$ cat src/rtl/dctmr_pkg.sv
package dctmr_pkg;

  typedef enum logic [1:0] {
    REG_RELOAD = 2'd0,
    REG_COUNT  = 2'd1,
    REG_CTRL   = 2'd2,
    REG_CAPT   = 2'd3
  } reg_idx_e;

  // Stored control bits, LSB first in position: psc [2:0], edge [4:3], ie [5], capt [7:6]
  typedef struct packed {
    logic [1:0] capt;
    logic       ie;
    logic [1:0] edge_sel;
    logic [2:0] psc;
  } ctrl_t;

  localparam int CTRL_KEEP_W = $bits(ctrl_t);
  localparam int UF_BIT      = 8;
  localparam int PSC_SEL_W   = 3;
  localparam int NUM_RATIOS  = 5;
  localparam int STEP_LOG2   = 2;

endpackage

$ cat src/rtl/dctmr_prescale.sv
module dctmr_prescale #(
  parameter int NUM_RATIOS = 5,
  parameter int STEP_LOG2  = 2,
  parameter int SEL_W      = 3
) (
  input  logic             clk,
  input  logic             rst_n,
  input  logic             restart,
  input  logic [SEL_W-1:0] sel,
  output logic             tick
);

  localparam int DIV_W = NUM_RATIOS * STEP_LOG2;

  logic [DIV_W-1:0]      div_q;
  logic [NUM_RATIOS-1:0] hit;

  always_ff @(posedge clk) begin
    if (!rst_n)       div_q <= '0;
    else if (restart) div_q <= '0;
    else              div_q <= div_q + 1'b1;
  end

  // ratio for code g is 2**(STEP_LOG2*(g+1))
  for (genvar g = 0; g < NUM_RATIOS; g++) begin : g_ratio
    assign hit[g] = &div_q[(g+1)*STEP_LOG2-1:0];
  end

  always_comb begin
    tick = 1'b0;
    for (int i = 0; i < NUM_RATIOS; i++) begin
      if (sel == SEL_W'(i)) tick = hit[i];
    end
  end


  restart_quiet_chk: assert property (@(posedge clk) disable iff (!rst_n)
    restart |=> !tick);

endmodule

$ cat src/rtl/dctmr_counter.sv
module dctmr_counter #(
  parameter int             W         = 32,
  parameter logic [W-1:0]   INIT_VAL  = '1
) (
  input  logic         clk,
  input  logic         rst_n,
  input  logic         tick,
  input  logic         run,
  input  logic         hold,
  input  logic         ld_cnt,
  input  logic         ld_rel,
  input  logic [W-1:0] wdata,
  output logic [W-1:0] cnt_q,
  output logic [W-1:0] rel_q,
  output logic         uf
);

  logic step;

  always_comb begin
    step = tick && run && !hold;
    uf   = step && !ld_cnt && (cnt_q == '0);
  end

  always_ff @(posedge clk) begin
    if (!rst_n) begin
      rel_q <= INIT_VAL;
      cnt_q <= INIT_VAL;
    end else begin
      if (ld_rel) rel_q <= wdata;
      if (ld_cnt)    cnt_q <= wdata;
      else if (uf)   cnt_q <= rel_q;
      else if (step) cnt_q <= cnt_q - 1'b1;
    end
  end


  count_step_chk: assert property (@(posedge clk) disable iff (!rst_n)
    (step && !ld_cnt && cnt_q != '0) |=> cnt_q == $past(cnt_q) - 1'b1);


  reload_chk: assert property (@(posedge clk) disable iff (!rst_n)
    uf |=> cnt_q == $past(rel_q));


  idle_hold_chk: assert property (@(posedge clk) disable iff (!rst_n)
    (!run && !ld_cnt) |=> $stable(cnt_q));


  write_pause_chk: assert property (@(posedge clk) disable iff (!rst_n)
    (hold && !ld_cnt) |=> $stable(cnt_q));

endmodule

$ cat src/rtl/dctmr_ctrl.sv
module dctmr_ctrl
  import dctmr_pkg::*;
(
  input  logic              clk,
  input  logic              rst_n,
  input  logic              we,
  input  logic [UF_BIT:0]   wbits,
  input  logic              uf,
  output ctrl_t             ctrl_q,
  output logic              flag_q,
  output logic              irq
);

  always_ff @(posedge clk) begin
    if (!rst_n) begin
      ctrl_q <= '0;
      flag_q <= 1'b0;
    end else begin
      if (we) ctrl_q <= ctrl_t'(wbits[CTRL_KEEP_W-1:0]);
      if (we && !wbits[UF_BIT]) flag_q <= 1'b0;
      else if (uf)              flag_q <= 1'b1;
    end
  end

  assign irq = flag_q && ctrl_q.ie;


  flag_clear_chk: assert property (@(posedge clk) disable iff (!rst_n)
    (we && !wbits[UF_BIT]) |=> !flag_q);


  flag_keep_chk: assert property (@(posedge clk) disable iff (!rst_n)
    (we && wbits[UF_BIT] && !uf) |=> flag_q == $past(flag_q));


  flag_set_chk: assert property (@(posedge clk) disable iff (!rst_n)
    (uf && !(we && !wbits[UF_BIT])) |=> flag_q);


  no_sw_set_chk: assert property (@(posedge clk) disable iff (!rst_n)
    $rose(flag_q) |-> $past(uf));

endmodule

$ cat src/rtl/dctmr_channel.sv
module dctmr_channel
  import dctmr_pkg::*;
#(
  parameter int              CNT_W       = 32,
  parameter logic [CNT_W-1:0] RELOAD_INIT = '1
) (
  input  logic             clk,
  input  logic             rst_n,
  input  logic             run,
  input  logic             reg_sel,
  input  logic             reg_we,
  input  logic [1:0]       reg_idx,
  input  logic [CNT_W-1:0] reg_wdata,
  output logic [CNT_W-1:0] reg_rdata,
  output logic             irq
);

  logic             wr_rel, wr_cnt, wr_ctrl, wr_capt;
  logic             tick, uf, flag_q;
  logic [CNT_W-1:0] cnt_q, rel_q;
  ctrl_t            ctrl_q;

  always_comb begin
    wr_rel  = reg_sel && reg_we && (reg_idx == REG_RELOAD);
    wr_cnt  = reg_sel && reg_we && (reg_idx == REG_COUNT);
    wr_ctrl = reg_sel && reg_we && (reg_idx == REG_CTRL);
    wr_capt = reg_sel && reg_we && (reg_idx == REG_CAPT);
  end

  dctmr_prescale #(
    .NUM_RATIOS (NUM_RATIOS),
    .STEP_LOG2  (STEP_LOG2),
    .SEL_W      (PSC_SEL_W)
  ) u_psc (
    .clk     (clk),
    .rst_n   (rst_n),
    .restart (wr_ctrl),
    .sel     (ctrl_q.psc),
    .tick    (tick)
  );

  dctmr_counter #(
    .W        (CNT_W),
    .INIT_VAL (RELOAD_INIT)
  ) u_cnt (
    .clk    (clk),
    .rst_n  (rst_n),
    .tick   (tick),
    .run    (run),
    .hold   (wr_ctrl),
    .ld_cnt (wr_cnt),
    .ld_rel (wr_rel),
    .wdata  (reg_wdata),
    .cnt_q  (cnt_q),
    .rel_q  (rel_q),
    .uf     (uf)
  );

  dctmr_ctrl u_ctrl (
    .clk    (clk),
    .rst_n  (rst_n),
    .we     (wr_ctrl),
    .wbits  (reg_wdata[UF_BIT:0]),
    .uf     (uf),
    .ctrl_q (ctrl_q),
    .flag_q (flag_q),
    .irq    (irq)
  );

  always_comb begin
    reg_rdata = '0;
    if (reg_sel) begin
      case (reg_idx)
        REG_RELOAD: reg_rdata = rel_q;
        REG_COUNT:  reg_rdata = cnt_q;
        REG_CTRL: begin
          reg_rdata[CTRL_KEEP_W-1:0] = ctrl_q;
          reg_rdata[UF_BIT]          = flag_q;
        end
        default:    reg_rdata = '0;
      endcase
    end
  end


  capt_write_chk: assert property (@(posedge clk) disable iff (!rst_n)
    wr_capt |=> ($stable(rel_q) && $stable(ctrl_q)));


  irq_level_chk: assert property (@(posedge clk) disable iff (!rst_n)
    irq |-> (flag_q && ctrl_q.ie));

endmodule

$ cat config.mk
export PLATFORM = sky130hd
export DESIGN_NAME = dctmr_channel
export DESIGN_NICKNAME = d
export VERILOG_FILES = /design/src/rtl/dctmr_pkg.sv /design/src/rtl/dctmr_prescale.sv /design/src/rtl/dctmr_counter.sv /design/src/rtl/dctmr_ctrl.sv /design/src/rtl/dctmr_channel.sv
export SDC_FILE = /design/constraint.sdc
export NUM_CORES = 1
export LEC_CHECK = 0
export BUFFER_PORTS_ARGS = -buffer_cell sky130_fd_sc_hd__buf_2
export CORE_ASPECT_RATIO = 2
export CORE_MARGIN = 10
export CORE_UTILIZATION = 45
export CTS_BUF_LIST = sky130_fd_sc_hd__clkbuf_8
export CTS_CLUSTER_DIAMETER = 30
export DETAILED_ROUTE_END_ITERATION = 10
export GPL_TIMING_DRIVEN = 0
export PLACE_DENSITY = 0.65
export SYNTH_ARGS = -nofsm -noshare
export SYNTH_HDL_FRONTEND = slang
export SYNTH_SLANG_ARGS = --single-unit
$ cat constraint.sdc
create_clock -name clk -period 3.85 [get_ports clk]
set_input_delay 0.77 -clock clk [delete_from_list [all_inputs] [get_ports clk]]
set_output_delay 0.77 -clock clk [all_outputs]
set_load 0.01 [all_outputs]
==> metrics.cfg, run 1 <==
[run_status]
status=finished, final reports clean

[logic_synthesis]
synth.largest_area_cell=dfxtp_1
synth-async-reset-ratio_pct=0
synth_seq_cells=83
ys_types=49
yosysWarnings=0
syn_nets=692
avgSynthCellArea_um2=7.424
yosys_most_used_dff=dfxtp_1
syn_area_um2=4826
synth-edff-count=0
synth_top_area_share_pct=34.43
seq_area_frac_synth_pct=34.43
synth_top_cells_by_area=dfxtp_1 34%, nand2_1 10%, mux2i_1 7.5%, nor2_1 7.3%, nand3_1 5.4%
syn_inst=650

[hold_path]
whs_endpoint=u_psc.div_q[0]
min_from=u_psc.div_q[0]
worstHoldPathType=reg2reg
min_path_cells=1

[worst_setup_path]
crit_family=buffers and inverters
worstSetupStartpointType=primary input
critPathArrivalTime_ns=2.83
worstSetupStartpoint=reg_idx[0]
critPathBufInv=5
rr_worst_depth=9
worst-r2r-setup-slack_ns=0.35
crit_slowest_cell=clkbuf_1
crit_top_cell=buf_2
cp.required_ns=3.08
path_cells=buf_2, clkbuf_1, clkbuf_1, buf_2, mux2i_1, nor2_1, buf_2
r2r_end=u_cnt.cnt_q[13]
crit_type=in2out
rr_startpoint=u_psc.div_q[0]
crit_path_max_fanout=10
cpPeakStageDelay_ns=0.63
crit_path_end_kind=output pin

[cts]
cts_hold_buf=0
path_clk_slew_ns=0.08
ctsLongestPathBuffers=2
cts.sinks=83
cts-root-buf=clkbuf_8
cts_tree=done
htree_levels=3
clk_latency_ns=0.38
cts_buffers=9

[placement]
dp_hpwl_um=12290
detailedPlace.worstSlack_ns=-0.03886
io_buffer_count=70
gp_congestion=0.9402

[die]
initial_core_util_pct=46.06
die_w_um=93.23
row_count=53
num_io_pins=72
core_area_um2=10480
dieArea_um2=15520
die_h_um=166.5

[grt]
grt_antenna_before_repair=0
grt_max_degree=14
grt_pass1_vias=5122
grt_pass1_wl_um=25760
grt_overflow=0
grt_use_total_pct=20.72

[timing]
tightestPinTransition_ns=1.357
finalSetupViolCount=0
layout_setup_ws_ns=0.2533
relSlewSlack_pct=8.110
hold_slack_ns=0.4657
drv_slew=0
hold_viol=0
tns_ns=0
rsz0062_at_grt=false
period_share_pct=93.42
fmax_mhz=278.0
period_needed_ns=3.597
clock_skew_ns=0.01150

[route]
drt_wl_total_um=15970
avgRoutedWirePerCell_um=18.29
ant_nets=0
dr_total_vias=4981
dr_wl_met2_um=8783
dr.pass1.iters=5
drtIter0Drc=326
avgViaCountPerCell=5.706
wl_met3_um=797
wl_met1_um=5848
routed.top_layer=met4
drc=0

[job]
cap_violations=0

[power]
p_int_w=0.001294
power_switching_w=0.0005284
power.density_nw_per_um2=329.1
p_sw_share_pct=29.00
seq_power_share_pct=51.6
combPwrFrac_pct=13.9
p_leak_nw=2.264
power.share.clock_pct=34.5
totalPowerFinal_w=0.001822
ir_drop_v=0.0002532

[layout]
drive_above_1_share_pct=13.45
insertedDiodeCount=0
areaGrowthSynthToFinish_pct=14.73
fillers=1118
layout.nets=773

-- power by group through the flow --
stage          Combinational, W  Clock [W]  Sequential, W
2_1_floorplan          0.000163          0       0.000944
3_3_place_gp           0.000250          0       0.000957
3_5_place_dp           0.000255          0       0.000960
4_1_cts                0.000256   0.000636       0.000939
5_1_grt                0.000286   0.000666       0.000946
6_report               0.000254   0.000629       0.000940
-- routing by layer --
metal / vias to the layer above / track usage [%]
met5: - / 0
met4: 0 / 10.26
met3: 40 / 3.872
met2: 170 / 38.65
met1: 2324 / 20.73
li1: 2447 / -
-- cells in the final DEF, fill, tap and decap left out, types with 11 or more instances in the layout --
master / synthesis / routed
nand2_1: 130 / 130
nor2_1: 94 / 94
dfxtp_1: 83 / 83
buf_2: 4 / 76
nand3_1: 52 / 52
clkbuf_1: 38 / 38
mux2i_1: 36 / 36
o211ai_1: 25 / 25
o21ai_0: 18 / 18
o311ai_0: 17 / 17
xor2_1: 14 / 14
xnor2_1: 13 / 13
and2_1: 11 / 11
or3_1: 11 / 11
-- worst register-to-register path, delay by kind of cell, from the launching register on --
family / cells / cell delay, ns
AND/OR/NAND/NOR: 2 / 0.50
buffers and inverters: 2 / 0.68
adder cells (fa/ha/maj): 1 / 0.26
flip-flops: 1 / 0.34
AO/OA/AOI/OAI: 4 / 1.54
-- cell type report --
class | instances | area, um^2 | share of cell area (%)
Tap cell | 137 | 171.4 | 3.096
Sequential cell | 83 | 1662 | 30.01
Inverter | 4 | 15.01 | 0.2712
Multi-Input combinational cell | 514 | 2945 | 53.20
Buffer | 49 | 206.4 | 3.729
Timing Repair Buffer | 70 | 350.3 | 6.328
Clock buffer | 9 | 123.9 | 2.237
Clock inverter | 7 | 62.56 | 1.130
-- cells by family (layout without fill, tap and decap cells) --
logic type	count (synthesis)	after routing	synth area share, %
AOI/OAI and AO/OA	93	93	13.97
xor gates and xnor gates	27	27	4.900
adders and majority gates	3	3	0.7779
buffers and inverters	53	139	4.537
DFF	83	83	34.43
muxes	36	36	7.467
and+or+nand+nor	355	355	33.91
-- worst max-delay path by stage --
stage	to	slack, ns	depth (start not counted)
2_1_floorplan	reg_rdata[11]	0.74	5
3_3_place_gp	reg_rdata[15]	0.01	7
3_5_place_dp	reg_rdata[15]	-0.04	7
4_1_cts	reg_rdata[15]	0.24	7
5_1_grt	reg_rdata[30]	0.1	7
6_report	reg_rdata[15]	0.25	7
-- per-stage QoR --
step                utilization, %  area (um^2)  instances
CTS                          52.84         5537        873
finish                       52.84         5537        873
global route                 52.84         5537        873
floorplan                        -         4826        650
global placement             51.04         5348        857
detailed placement           51.04         5348        857
-- synthesized netlist by cell type (3+ instances only) --
cell / count
clkbuf_1: 38
buf_2: 4
and3_1: 4
or4_1: 4
nand4_1: 10
xor2_1: 14
mux2i_1: 36
nor4_1: 6
nand2_1: 130
o211ai_1: 25
o31ai_1: 3
or3_1: 11
nand2b_1: 4
and2_1: 11
dfxtp_1: 83
ha_1: 3
buf_1: 5
a21oi_1: 7
o311ai_0: 17
nor3_1: 10
nor2_1: 94
o21ai_0: 18
a21boi_0: 8
a211o_1: 6
nand3_1: 52
o41ai_1: 3
xnor2_1: 13
inv_1: 4
-- flip-flops by register name, summed over array words and instances (netlist names) --
register,cells
u_cnt.cnt_q,32
u_psc.div_q,10
u_cnt.rel_q,32
u_ctrl.flag_q,1
u_ctrl.ctrl_q,8
-- timing repair --
action,CTS,global route
setup buffers,0,0
endpoints found under the setup margin,11,0
resized for setup,2,0
Power figures use the tool's default switching activity.
==> run 2, diff against run 1 <==
==> constraint.sdc (replaced) <==
create_clock -name clk -period 3.85 [get_ports clk]
set_input_delay 0.9625 -clock clk [delete_from_list [all_inputs] [get_ports clk]]
set_output_delay 0.9625 -clock clk [all_outputs]
set_load 0.01 [all_outputs]
==> run 2 against run 1 <==
Compared with the run above:
- critical endpoint unchanged
- sequential share of layout area is essentially flat
- clock-buffer cell count is the same
- non-clock buffer count is 1 lower
- first-iteration DRC count down 7.1%
==> metrics.cfg, run 2 (synthesis results as in run 1) <==
[layout]
areaGrowthSynthToFinish_pct=14.67  ; was 14.73%
layout.nets=772  ; was 773
layout_commonest_cell=nand2_1  ; unchanged
fillers=1116  ; was 1118
utilization_pct=52.82  ; was 52.84%
stdcell_area_um2=5534  ; was 5537 um^2
final_cell_mix=130 x nand2_1, 94 x nor2_1, 83 x dfxtp_1  ; unchanged
top_regs=u_cnt.cnt_q x32, u_cnt.rel_q x32, u_psc.div_q x10  ; unchanged
register_area_um2=1662  ; unchanged
multi_input_area_um2=2945  ; unchanged
insertedDiodeCount=0  ; unchanged
drive_above_1_share_pct=13.61  ; was 13.45%

[die]
die_w_um=93.23  ; unchanged
initial_core_util_pct=46.06  ; unchanged
row_count=53  ; unchanged
die_h_um=166.5  ; unchanged
num_io_pins=72  ; unchanged
dieArea_um2=15520  ; unchanged
core_area_um2=10480  ; unchanged

[power]
p_sw_share_pct=28.95  ; was 29.00%
power_switching_w=0.0005270  ; was 0.0005284 W
p_leak_nw=2.266  ; was 2.264 nW
power.density_nw_per_um2=329.0  ; was 329.1 nW/um^2
ir_drop_v=0.0002524  ; was 0.0002532 V
p_int_w=0.001294  ; about the same
power.share.clock_pct=34.5  ; about the same
seq_power_share_pct=51.6  ; about the same
combPwrFrac_pct=13.9  ; about the same

[grt]
grt_antenna_before_repair=0  ; unchanged
grt_use_total_pct=20.73  ; was 20.72%
grt_overflow=0  ; unchanged
grt_pass1_wl_um=25770  ; was 25760 um
grt_max_degree=14  ; unchanged
grt_pass1_vias=5123  ; was 5122

[timing]
layout_setup_ws_ns=0.3817  ; was 0.2533 ns
rsz0062_at_grt=false  ; unchanged
clock_skew_ns=0.01085  ; was 0.01150 ns
period_needed_ns=3.468  ; was 3.597 ns
tns_ns=0  ; unchanged
drv_slew=0  ; unchanged
tightestPinTransition_ns=1.308  ; was 1.357 ns
period_share_pct=90.09  ; was 93.42%
fmax_mhz=288.3  ; was 278.0 MHz
hold_viol=0  ; unchanged
hold_slack_ns=0.4661  ; was 0.4657 ns
finalSetupViolCount=0  ; unchanged
relSlewSlack_pct=11.44  ; was 8.110%

[route]
drc=0  ; unchanged
avgViaCountPerCell=5.689  ; was 5.706
ant_nets=0  ; unchanged
drt_wl_total_um=15940  ; was 15970 um
avgRoutedWirePerCell_um=18.28  ; was 18.29 um
drtIter0Drc=303  ; was 326
dr_total_vias=4961  ; was 4981
dr.pass1.iters=5  ; unchanged

[worst_setup_path]
crit_path_max_fanout=10  ; unchanged
crit_type=in2out  ; unchanged
worst-r2r-setup-slack_ns=0.40  ; was 0.35 ns
critPathArrivalTime_ns=2.51  ; was 2.83 ns
crit_path_end_kind=output pin  ; unchanged
cp.required_ns=2.89  ; was 3.08 ns
worstSetupStartpoint=reg_idx[1]  ; was reg_idx[0]
worstSetupStartpointType=primary input  ; unchanged
rr_startpoint=u_psc.div_q[0]  ; unchanged

[cts]
path_clk_slew_ns=0.08  ; about the same
htree_levels=3  ; unchanged
cts_tree=done  ; unchanged
cts-root-buf=clkbuf_8  ; unchanged
cts.sinks=83  ; unchanged
ctsLongestPathBuffers=2  ; unchanged
cts_hold_buf=0  ; unchanged
clk_latency_ns=0.38  ; about the same
cts_buffers=9  ; unchanged

[placement]
placed_area_um2=5348  ; unchanged
dp_hpwl_um=12290  ; unchanged
detailedPlace.worstSlack_ns=-0.4239  ; was -0.03886 ns
io_buffer_count=70  ; unchanged
gp_congestion=0.9402  ; unchanged

[job]
cap_violations=0  ; unchanged

[hold_path]
worstHoldPathType=reg2reg  ; unchanged
min_from=u_ctrl.ctrl_q[4]  ; was u_psc.div_q[0]

[run_status]
status=finished, final reports clean  ; unchanged

run 2: cell types whose count changed in the layout (fill, tap and decap cells not counted):
cell and change:
clkbuf_2 +1, clkbuf_1 -2
run 2: cell type report:
class | count | area share (%)
multi-input combinational | 514 | 53.22
buffer | 48 | 3.685
inverter | 4 | 0.2713
clock inverter | 7 | 1.130
clock buffer | 9 | 2.238
tap | 137 | 3.097
timing repair buffer | 70 | 6.331
sequential | 83 | 30.02
run 2: final timing paths:
| check | end | cells past startpoint |
|---|---|---|
| worst max-delay path | reg_rdata[15] | 6 |
| worst min-delay path | u_ctrl.ctrl_q[4] | 2 |
| worst max register to register | u_cnt.cnt_q[27] | 9 |
| worst min register to register | u_ctrl.ctrl_q[4] | 2 |
run 2: worst max-delay path, stage by stage:
cell and delay (ns):
buf_2 0.15, clkbuf_1 0.36, nand2b_1 0.33, buf_1 0.43, nor2_1 0.10, buf_2 0.16
run 2: stage by stage:
stage               total power (W)  std cells
finish                     0.001821        872
global route               0.001897        872
CTS                        0.001831        873
detailed placement         0.001214        857
global placement           0.001208        857
floorplan                  0.001107        650
run 2: power groups by stage:
| stage | Clock [W] | Sequential, W | Combinational [W] |
|---|---|---|---|
| 2_1_floorplan | 0 | 0.000944 | 0.000163 |
| 3_3_place_gp | 0 | 0.000957 | 0.000250 |
| 3_5_place_dp | 0 | 0.000960 | 0.000255 |
| 4_1_cts | 0.000636 | 0.000939 | 0.000256 |
| 5_1_grt | 0.000666 | 0.000946 | 0.000286 |
| 6_report | 0.000627 | 0.000940 | 0.000253 |
run 2: what timing repair did:
item                                    in CTS  in global routing
resized for setup                            3                  0
buffers inserted                             0                  0
gates cloned                                 0                  0
pin swaps                                    0                  0
endpoints found under the setup margin      20                  3
run 2: per-layer routing:
layer  global-route usage (%)  routed length [um]  vias up
li1                         -                   -     2443
met1                    20.75                5931     2317
met2                    38.65                8673      164
met3                    3.872                 790       37
met4                    10.26                 546        0
met5                        0                   0        -
==> run 3, diff against run 2 <==
Settings changed: GPL_ROUTABILITY_DRIVEN set to 0.
Clock period 3.85 ns to 3.8 ns, I/O delays scaled along.
==> run 3 against run 2 <==
Compared with the run above:
- register-to-register slack is essentially flat
- global-route usage grew 0.18 points
- flip-flop and latch count is the same
- hold slack lost 0.0025 ns
- via count grew 0.83%
- first-iteration DRC count shrank 0.99%
- design area grew 0.54%
- sequential share of layout area shrank 0.16 points
- clock power grew 10%
- worst setup slack lost 0.28 ns
- critical endpoint unchanged
- largest cell class unchanged
==> metrics.cfg, run 3 (synthesis results as in run 1) <==
[worst_setup_path]
rr_worst_depth=9  ; unchanged
crit_top_cell=buf_2  ; unchanged
crit_type=in2out  ; unchanged
rr_startpoint=u_psc.div_q[0]  ; unchanged
cpPeakStageDelay_ns=0.42  ; was 0.43 ns
crit_path_max_fanout=10  ; unchanged
path_cells=buf_2, clkbuf_1, clkbuf_2, buf_2, mux2i_1, nor2_1, buf_2  ; was buf_2, clkbuf_1, nand2b_1, buf_1, nor2_1, buf_2
cp.required_ns=2.85  ; was 2.89 ns
crit_path_end=reg_rdata[15]  ; unchanged
worstSetupStartpoint=reg_idx[0]  ; was reg_idx[1]
worst-r2r-setup-slack_ns=0.41  ; was 0.40 ns
r2r_end=u_cnt.cnt_q[12]  ; was u_cnt.cnt_q[27]
crit_path_end_kind=output pin  ; unchanged
critPathArrivalTime_ns=2.75  ; was 2.51 ns
crit_slowest_cell=clkbuf_2  ; was buf_1
worstSetupStartpointType=primary input  ; unchanged

[timing]
period_share_pct=97.40
relSlewSlack_pct=13.22  ; was 11.44%
tightestPinTransition_ns=1.281  ; was 1.308 ns
hold_slack_ns=0.4636  ; was 0.4661 ns
fmax_mhz=270.2
layout_setup_ws_ns=0.09866  ; was 0.3817 ns
drv_slew=0  ; unchanged
clock_skew_ns=0.009236  ; was 0.01085 ns
finalSetupViolCount=0  ; unchanged
period_needed_ns=3.701
rsz0062_at_grt=false  ; unchanged
hold_viol=0  ; unchanged

[die]
dieArea_um2=15520  ; unchanged
die_w_um=93.23  ; unchanged
die_h_um=166.5  ; unchanged
row_count=53  ; unchanged
initial_core_util_pct=46.06  ; unchanged
core_area_um2=10480  ; unchanged
num_io_pins=72  ; unchanged

[hold_path]
worstHoldPathType=reg2reg  ; unchanged

[cts]
ctsLongestPathBuffers=2  ; unchanged
cts_tree=done  ; unchanged
path_clk_slew_ns=0.09  ; was 0.08 ns
cts.sinks=83  ; unchanged
post_cts_buffers=0  ; unchanged
cts.repair.resized=3  ; unchanged
clk_latency_ns=0.38  ; about the same
htree_levels=3  ; unchanged
cts_hold_buf=0  ; unchanged
cts-root-buf=clkbuf_8  ; unchanged
cts_buffers=9  ; unchanged

[grt]
grt_overflow=0  ; unchanged
grt_pass1_wl_um=26290  ; was 25770 um
grt_max_degree=15  ; was 14
grt_antenna_before_repair=0  ; unchanged
grt_pass1_vias=5220  ; was 5123
grt_use_total_pct=20.91  ; was 20.73%

[route]
drc=0  ; unchanged
avgRoutedWirePerCell_um=18.34  ; was 18.28 um
ant_nets=0  ; unchanged
drt_wl_total_um=16010  ; was 15940 um
dr_total_vias=5002  ; was 4961
dr.pass1.iters=6  ; was 5
avgViaCountPerCell=5.730  ; was 5.689
drtIter0Drc=300  ; was 303

[power]
ir_drop_v=0.0002081  ; was 0.0002524 V
power.density_nw_per_um2=342.0  ; was 329.0 nW/um^2
p_leak_nw=2.274  ; was 2.266 nW

[layout]
drive_above_1_share_pct=13.99  ; was 13.61%
layout_commonest_cell=nand2_1  ; unchanged
final_cell_mix=130 x nand2_1, 94 x nor2_1, 83 x dfxtp_1  ; unchanged
areaGrowthSynthToFinish_pct=15.30  ; was 14.67%
top_regs=u_cnt.cnt_q x32, u_cnt.rel_q x32, u_psc.div_q x10  ; unchanged
layout.nets=773  ; was 772
insertedDiodeCount=0  ; unchanged

[placement]
dp_hpwl_um=12260  ; was 12290 um
detailedPlace.worstSlack_ns=-0.4219  ; was -0.4239 ns
io_buffer_count=70  ; unchanged

[run_status]
status=finished, final reports clean  ; unchanged

[job]
cap_violations=0  ; unchanged

-- run 3: cell types whose count changed in the layout (fill, tap and decap cells not counted), sizes merged --
cell,change
clkbuf,+3
clkinv,+2
clkinvlp,-1
inv,-3
-- run 3: power by group --
part / internal, W / switching (W)
combinational: 0.000107 / 0.000151
clock: 0.000342 / 0.000350
sequential: 0.000907 / 0.0000463
total: 0.00136 / 0.000547
-- run 3: stage by stage --
| step | TNS (ns) | area, um^2 | utilization (%) | std cells | total power (W) |
|---|---|---|---|---|---|
| floorplan | 0 | 4826 | - | 650 | 0.001121 |
| global placement | -6.789 | 5348 | 51.04 | 857 | 0.001224 |
| detailed placement | -7.444 | 5348 | 51.04 | 857 | 0.001231 |
| CTS | 0 | 5564 | 53.10 | 873 | 0.001909 |
| global route | 0 | 5564 | 53.10 | 873 | 0.001979 |
| finish | 0 | 5564 | 53.10 | 873 | 0.001903 |
-- run 3: worst min path at each step --
stage	startpoint	to	slack [ns]	cells past startpoint
2_1_floorplan	u_psc.div_q[0]	u_psc.div_q[0]	0.43	1
3_3_place_gp	u_psc.div_q[0]	u_psc.div_q[0]	0.44	1
3_5_place_dp	u_psc.div_q[0]	u_psc.div_q[0]	0.45	1
4_1_cts	u_psc.div_q[0]	u_psc.div_q[0]	0.47	1
5_1_grt	u_ctrl.ctrl_q[6]	u_ctrl.ctrl_q[6]	0.51	2
6_report	u_psc.div_q[0]	u_psc.div_q[0]	0.46	1
-- run 3: cell type report --
| class | instances | area (um^2) |
|---|---|---|
| well taps | 137 | 171.4 |
| multi-input cells | 514 | 2945 |
| plain buffers | 49 | 207.7 |
| clock buffers | 11 | 151.4 |
| fillers | 1069 | 4913 |
| clock inverters | 5 | 61.31 |
| repair buffers | 70 | 350.3 |
| flip-flops and latches | 83 | 1662 |
| inverters | 4 | 15.01 |
-- run 3: critical path, delay by kind of cell --
family	cells	cell delay [ns]
buffers and inverters	5	1.46
AND/OR/NAND/NOR	1	0.06
multiplexers	1	0.27
-- run 3: routing by layer --
| layer | vias up | GRT usage [%] | share of wire (%) |
|---|---|---|---|
| met1 | 2357 | 21.04 | 37 |
| met4 | 0 | 9.042 | 2.9 |
| li1 | 2442 | - | - |
| met3 | 33 | 4.187 | 5.2 |
| met2 | 170 | 39.26 | 55 |
| met5 | - | 0 | 0 |
